==> src/rtl/amp_guard_pkg.sv <==
package amp_guard_pkg;

    typedef enum logic [1:0] {
        MODE_RUN  = 2'b00,
        MODE_MUTE = 2'b01,
        MODE_HIZ  = 2'b10
    } drive_mode_e;

    typedef enum logic [1:0] {
        POL_NONE = 2'b00,
        POL_POS  = 2'b01,
        POL_NEG  = 2'b10
    } imb_pol_e;

    typedef struct packed {
        logic dc;
        logic sc;
        logic th;
    } fault_set_t;

    function automatic imb_pol_e classify(input logic signed [31:0] v,
                                          input logic signed [31:0] thr);
        if (v > thr)       return POL_POS;
        else if (v < -thr) return POL_NEG;
        else               return POL_NONE;
    endfunction

    function automatic drive_mode_e pick_mode(input logic por,
                                              input fault_set_t f,
                                              input logic shdn_n);
        if (por)                       return MODE_HIZ;
        else if (f.dc || f.sc || f.th) return MODE_HIZ;
        else if (!shdn_n)              return MODE_MUTE;
        else                           return MODE_RUN;
    endfunction

endpackage

==> src/rtl/amp_guard_tick.sv <==
module amp_guard_tick #(
    parameter int TICK_DIV = 100000
) (
    input  logic clk,
    input  logic rst,
    output logic tick
);
    localparam int CW = (TICK_DIV > 1) ? $clog2(TICK_DIV) : 1;
    localparam logic [CW-1:0] LAST = CW'(TICK_DIV - 1);

    logic [CW-1:0] div_q;

    always_ff @(posedge clk) begin
        if (rst || div_q == LAST) div_q <= '0;
        else                      div_q <= div_q + 1'b1;
    end

    assign tick = (div_q == LAST);
endmodule

==> src/rtl/amp_guard_dcdet.sv <==
module amp_guard_dcdet
    import amp_guard_pkg::*;
#(
    parameter int DATA_W    = 8,
    parameter int IMB_THR   = 18,
    parameter int WIN_TICKS = 420
) (
    input  logic              clk,
    input  logic              rst,
    input  logic              tick,
    input  logic [DATA_W-1:0] diff,
    output logic              trip
);
    localparam int CW = $clog2(WIN_TICKS + 1);
    localparam logic [CW-1:0] WIN_LAST = CW'(WIN_TICKS);

    logic signed [31:0] diff_ext;
    imb_pol_e           pol_now;
    imb_pol_e           pol_q;
    logic [CW-1:0]      cnt_q;
    logic               same;

    assign diff_ext = {{(32-DATA_W){diff[DATA_W-1]}}, diff};
    assign pol_now  = classify(diff_ext, 32'(IMB_THR));
    assign same     = (pol_now != POL_NONE) && (pol_now == pol_q);

    always_ff @(posedge clk) begin
        if (rst) begin
            pol_q <= POL_NONE;
            cnt_q <= '0;
        end else begin
            pol_q <= pol_now;
            if (!same)
                cnt_q <= '0;
            else if (tick && cnt_q != WIN_LAST)
                cnt_q <= cnt_q + 1'b1;
        end
    end

    assign trip = same && tick && (cnt_q == WIN_LAST);
endmodule

==> src/rtl/amp_guard_latch.sv <==
module amp_guard_latch
    import amp_guard_pkg::*;
(
    input  logic       clk,
    input  logic       rst,
    input  logic       shdn_n,
    input  logic       temp_over,
    input  logic       temp_safe,
    input  logic       short_det,
    input  logic       dc_trip,
    output fault_set_t flt
);
    fault_set_t flt_q;

    always_ff @(posedge clk) begin
        if (rst) begin
            flt_q <= '0;
        end else begin
            if (dc_trip) flt_q.dc <= 1'b1;

            if (!shdn_n)        flt_q.sc <= 1'b0;
            else if (short_det) flt_q.sc <= 1'b1;

            if (temp_over)      flt_q.th <= 1'b1;
            else if (temp_safe) flt_q.th <= 1'b0;
        end
    end

    assign flt = flt_q;
endmodule

==> src/rtl/amp_guard.sv <==
module amp_guard
    import amp_guard_pkg::*;
#(
    parameter int NCH       = 2,
    parameter int DATA_W    = 8,
    parameter int IMB_THR   = 18,
    parameter int WIN_TICKS = 420,
    parameter int TICK_DIV  = 100000
) (
    input  logic                  clk,
    input  logic                  rst,
    input  logic                  shdn_n,
    input  logic                  temp_over,
    input  logic                  temp_safe,
    input  logic                  short_det,
    input  logic [NCH*DATA_W-1:0] duty_diff,
    output logic                  out_en,
    output logic [1:0]            out_mode,
    output logic                  fault_n
);
    logic             tick;
    logic [NCH-1:0]   ch_trip;
    logic             dc_trip;
    fault_set_t       flt;
    drive_mode_e      mode;

    amp_guard_tick #(.TICK_DIV(TICK_DIV)) u_tick (
        .clk (clk),
        .rst (rst),
        .tick(tick)
    );

    for (genvar k = 0; k < NCH; k++) begin : g_ch
        amp_guard_dcdet #(
            .DATA_W   (DATA_W),
            .IMB_THR  (IMB_THR),
            .WIN_TICKS(WIN_TICKS)
        ) u_det (
            .clk (clk),
            .rst (rst),
            .tick(tick),
            .diff(duty_diff[k*DATA_W +: DATA_W]),
            .trip(ch_trip[k])
        );
    end

    assign dc_trip = |ch_trip;

    amp_guard_latch u_latch (
        .clk      (clk),
        .rst      (rst),
        .shdn_n   (shdn_n),
        .temp_over(temp_over),
        .temp_safe(temp_safe),
        .short_det(short_det),
        .dc_trip  (dc_trip),
        .flt      (flt)
    );

    assign mode     = pick_mode(rst, flt, shdn_n);
    assign out_mode = mode;
    assign out_en   = (mode == MODE_RUN);
    assign fault_n  = !(flt.dc || flt.sc);
endmodule

==> config.mk <==
export PLATFORM = sky130hd
export DESIGN_NAME = amp_guard
export DESIGN_NICKNAME = d
export VERILOG_FILES = /design/src/rtl/amp_guard_pkg.sv /design/src/rtl/amp_guard_tick.sv /design/src/rtl/amp_guard_dcdet.sv /design/src/rtl/amp_guard_latch.sv /design/src/rtl/amp_guard.sv
export SDC_FILE = /design/constraint.sdc
export NUM_CORES = 1
export LEC_CHECK = 0
export ABC_AREA = 1
export BUFFER_PORTS_ARGS = -buffer_cell sky130_fd_sc_hd__clkbuf_2
export CORE_AREA = 3 3 91 93
export DETAILED_ROUTE_END_ITERATION = 12
export DIE_AREA = 0 0 94 96
export PLACE_DENSITY = 0.45
export SKIP_LAST_GASP = 1
export SLEW_MARGIN = 15
export SYNTH_ARGS = -nofsm -noshare
export SYNTH_HDL_FRONTEND = slang
export SYNTH_SLANG_ARGS = --single-unit
==> constraint.sdc <==
create_clock -name clk -period 1.7 [get_ports clk]
set_clock_uncertainty 0.1 [all_clocks]
set_input_delay 0.34 -clock clk [delete_from_list [all_inputs] [get_ports clk]]
set_output_delay 0.34 -clock clk [all_outputs]
set_load 0.02 [all_outputs]
* After elaboration in Yosys (flattened, before gate mapping) *
Cells that the tools add are included.

storage, ports and cells
  bits in registers = 42
  bits of input ports = 22
  logic and storage cells = 54

cells by class
  add/subtract/negate cells = 3
  magnitude comparators = 4
  eq/ne operators = 7
  multiplexer cells = 9
  bitwise gates (word level) = 3
  reductions and logical operators = 20

operators by type and width
  operator                                                       number
  adder 9 x 1 -> 9 bit, second input constant                    2
  == test 9 bit, second input constant                           2
  != test 9 bit, second input constant                           2
  adder 17 x 1 -> 17 bit, second input constant                  1
  == test 17 bit, second input constant                          1
  greater-than comparator 8 x 6 -> 1 bit, second input constant  2
  < comparator 8 x 6 -> 1 bit, second input constant             2
  two-way mux 2 bit                                              6
  logical AND 1 bit                                              8
  OR reduction 2 bit                                             4
  nonzero test 2 bit                                             3
  == test 2 bit                                                  2
  logical OR 1 bit                                               3
  two-way mux 1 bit                                              3
  inverter 1 bit                                                 3
  logical NOT 2 bit                                              1
  logical NOT 1 bit                                              1

* Longest topological paths before layout *
  depth after elaboration = 8
  gate-level depth with buffers = 12
  gate-level depth less buffers = 11

* By module *
Synthesis repeated with hierarchy kept, for this count alone.

unflattened totals
  cell total of the unflattened synthesis = 404
  area, all modules = 2,532.4 sq um

modules (own cells, without submodules)
  module           instances  cells each  area an instance (sq um)  seq. area each (sq um)
  amp_guard_dcdet  2          123         726.9                     220.2
  amp_guard_tick   1          140         948.4                     340.3
  amp_guard_latch  1          11          96.3                      60.1
  amp_guard        1          7           33.8                      0.0

* Worst setup path after synthesis *
Ideal clock, no wire load.

  path kind = reg-to-output
  start = register u_latch.flt_q (netlist bit u_latch.flt[1])
  end = output out_en
  data arrival time = 1.248 ns
  data required time = 1.260 ns
  setup slack = 0.012 ns
  cell stages (with the launch flop) = 4
  cells stage by stage = dfxtp_1 -> nor2_1 -> nand2_1 -> nor2_1

between the ends
  longest elaborated chain between the ends = 5

RTL lines
  what                            line                   text
  from (decl)                     amp_guard_latch.sv:13  fault_set_t flt_q;
  logical OR 1 bit (2 in series)  amp_guard_pkg.sv:32    else if (f.dc || f.sc || f.th) return MODE_HIZ;
  two-way mux 2 bit               amp_guard_pkg.sv:32
  two-way mux 2 bit               amp_guard_pkg.sv:31    if (por) return MODE_HIZ;
  net out_mode[1]                 amp_guard.sv:18        output logic [1:0] out_mode,
  logical NOT 2 bit               amp_guard.sv:62        assign out_en = (mode == MODE_RUN);
  to (decl)                       amp_guard.sv:17        output logic out_en,

The timed path passes the listed nets, and every way through them passes these cells.

* Worst setup path after layout *
  start = register u_tick.div_q[1]
  end = register g_ch[1].u_det.cnt_q[6]

between the ends
  longest elaborated chain between the ends = 2

RTL lines
  what                    line                   text
  from (decl)             amp_guard_tick.sv:11   logic [CW-1:0] div_q;
  from (signal assigned)  amp_guard_tick.sv:15   else div_q <= div_q + 1'b1;
  == test 17 bit          amp_guard_tick.sv:18   assign tick = (div_q == LAST);
  logical AND 1 bit       amp_guard_dcdet.sv:35  else if (tick && cnt_q != WIN_LAST)
  to (signal assigned)    amp_guard_dcdet.sv:36  cnt_q <= cnt_q + 1'b1;
  to (decl)               amp_guard_dcdet.sv:20  logic [CW-1:0] cnt_q;

No other way between the ends.
A chain may end at the register's enable or synchronous reset.

==> key figures <==
CTS
  – CTS Sinks: 42
  – Clk root buf: clkbuf_8
  – CTS tree: yes
  – Clock Tree Buf Depth: 2
  – Htree depth: 2
  – Clk pin slew, worst setup/hold paths: 0.08 ns
  – Num CTS Buffers: 5
  – Worst-skew pair later-pin latency: approximately 0.29 ns

Finish
  – Antenna Cells: 0
  – # fillers: between 800 and 900
  – Area growth, synth to finish: 24.6%
  – Util after Layout: 37.1%
  – Total Nets Final: ~410
  – Layout cells sized above 1: a little over a fifth

Worst setup path
  – Critical Path End Type: register
  – CP top delay family: simple AND/OR/NAND/NOR gates
  – Critical path origin: u_tick.div_q[1]
  – Worst setup SP type: register
  – Crit Path Max Fanout: 4
  – Highest-delay cell along the critical path: dfxtp_2
  – Critical path, cell by cell: ha_4 -> nand2_2 -> inv_2 -> nand2_2 -> nor2_4 -> nand3_4 -> nor2_4 -> buf_6 -> nand2_1 -> a21oi_2
  – CP bufs+invs: 2
  – WP data arrival: between 1.5 and 2 ns
  – Slowest stage delay, CP: roughly 0.36 ns
  – CP Class: register to register
  – Critical Path RT: between 1.5 and 2 ns
  – Worst r2r src: u_tick.div_q[1]

Route
  – Vias: about 2100
  – DR pass1 iterations: 4
  – Antenna-violating nets left: 0
  – # DRC: 0
  – Via density: 4.35
  – Starting DRC count in detailed routing: 54
  – Routed wire length: 5.03 mm
  – Wire per inst: between 10 and 15 um

Floorplanning
  – DIE AREA: roughly 9000 um2
  – Height of the die: between 90 and 100 um
  – Die Wd: around 94 um
  – IO Count: 26
  – Core Area: 7610 um2
  – Initial Util: around 30%
  – Num rows: 32

Power
  – PD cells: 683 nW/um2
  – Power, Total: 1920 uW
  – Max VDD drop: 355 uV
  – Leak pwr: ~0.0012 uW

STA
  – Slew Limit Fails: 0
  – Hold Violations, Final: 0
  – Achievable frequency: just over 600 MHz
  – Worst Tran Pin Value: ~0.37 ns
  – Worst setup margin: around 0.09 ns
  – Setup violators final: 0
  – RSZ-0062 raised after global routing: yes
  – Slew HR: between 70% and 80%
  – Fin crit share: 94.7%
  – Worst hold slack: ~0.15 ns
  – Min cycle time layout: 1.61 ns

Logic synthesis
  – Post-synth ARST share: 0%
  – Register bit total from synthesis: between 40 and 50
  – Top-count cell post-synth: nand2_1
  – Syn_nets: 364
  – Synth top area cells: dfxtp_1 37%, nand2_1 13%, nor2_1 8.1%
  – Synthesized netlist cell count: about 340
  – Most used DFF post-synth: dfxtp_1
  – Sequential fraction of the synthesis area: 37.1%
  – Distinct cell type count after synthesis: 28
  – Post-synth EDFFs: 0
  – Syn_area_per_cell: between 6 and 7 um2
  – Yosys top cell area share: 37.1%
  – Synth Warn #: 0
  – Cell taking the most area after synthesis: dfxtp_1
  – Synth Cell Area: ~2300 um2
  – Commonest cells post-synth: 81 x nand2_1, 49 x nor2_1, 45 x inv_1

Flow run
  – Max-cap violations: 0

Global routing
  – Largest net degree at the start of global routing: 14
  – GRT overflow: 0
  – Vias in the first global route: about 2000
  – All-Layer GR Usage: 11.5%
  – Antenna violations before repair: 0
  – First-pass GRT wire length: 8.38 mm

Min path
  – Hold WC Path Type: input port to register
  – HP Start: temp_over

Run status
  – Status: completed

Place
  – Placement Setup Slack: around 0.037 ns
  – Gpl congestion: between 0.7 and 0.8
  – Post-DP HPWL: roughly 3.8 mm
  – Buffers on Ports: 25
-- final cells by class --
class | instances | area [um2] | area share (%)
Clock buffer | 6 | 72.6 | 2.57
Clock inverter | 2 | 37.5 | 1.33
Inverter | 51 | 196 | 6.97
Multi-Input combinational cell | 240 | 1280 | 45.5
Sequential cell | 42 | 847 | 30.0
Tap cell | 102 | 128 | 4.53
Timing Repair Buffer | 41 | 256 | 9.09
-- tightest hold or removal path, stage by stage --
cell and delay, ns:
clkbuf_2 0.08, a21oi_1 0.03, nor2_1 0.06
-- layer usage --
| layer | share of wire, % | wire length, um | vias to the layer above | global-route usage (%) |
|---|---|---|---|---|
| li1 | - | - | 1148 | - |
| met2 | 50 | 2490 | 25 | 20.8 |
| met3 | 1.9 | 98 | 4 | 2.11 |
| met1 | 47 | 2370 | 929 | 13.7 |
| met5 | 0 | 0 | - | 0 |
| met4 | 1.2 | 62 | 0 | 3.97 |
-- layout by cell type (no fill, tap or decap), types with 2 or more instances in the layout --
| master | count |
|---|---|
| nand3_4 | 2 |
| inv_1 | 45 |
| a21oi_1 | 19 |
| o21ai_0 | 3 |
| clkbuf_2 | 25 |
| nand3_1 | 21 |
| ha_1 | 4 |
| nand2_2 | 4 |
| nor3_1 | 12 |
| nor2_2 | 5 |
| buf_6 | 3 |
| buf_4 | 13 |
| clkbuf_8 | 5 |
| xor2_1 | 13 |
| nor2_1 | 46 |
| nor3_2 | 2 |
| o21ai_1 | 2 |
| xnor2_1 | 6 |
| nor2_4 | 2 |
| a21oi_2 | 4 |
| inv_4 | 2 |
| dfxtp_1 | 37 |
| nand4_1 | 10 |
| inv_2 | 4 |
| nand2_1 | 77 |
| nand3b_1 | 2 |
| dfxtp_2 | 5 |
-- stage by stage --
stage | TNS [ns] | cells | instance area, um2
finish | 0 | 484 | 2820
global route | -0.154 | 484 | 2820
CTS | 0 | 480 | 2690
detailed placement | 0 | 472 | 2580
global placement | 0 | 472 | 2580
floorplan | 0 | 337 | 2260
-- cells by family after synthesis --
family,count (synthesis),share of synthesized area (%)
xor gates and xnor gates,19,7.35
adders and majority gates,5,2.76
AOI/OAI and AO/OA,29,6.52
and+or+nand+nor,187,36.5
buffers and inverters,55,9.73
DFF,42,37.1
-- where the power goes --
part	internal (uW)	switching, uW	total (uW)
clock	439	364	803
sequential	998	9.18	1010
combinational	50.4	64.7	115
total	1490	438	1920
-- repair_timing --
action	CTS	global route
hold buffers	0	0
resized for setup	0	32
setup endpoints to repair	0	24
setup buffers	0	4
-- worst paths after layout --
path / slack [ns] / end / cells past startpoint
min: 0.15 / u_latch.flt[0] / 3
max reg2reg: 0.09 / g_ch[1].u_det.cnt_q[6] / 10
max: 0.09 / g_ch[1].u_det.cnt_q[6] / 10
min reg2reg: 0.39 / u_tick.div_q[4] / 2
-- sequential cells by signal (all words and copies together), names as in the netlist --
| signal | cells |
|---|---|
| g_ch.u_det.cnt_q | 18 |
| u_tick.div_q | 17 |
| g_ch.u_det.pol_q | 4 |
| u_latch.flt | 3 |
(Power assumes the default switching activity.)
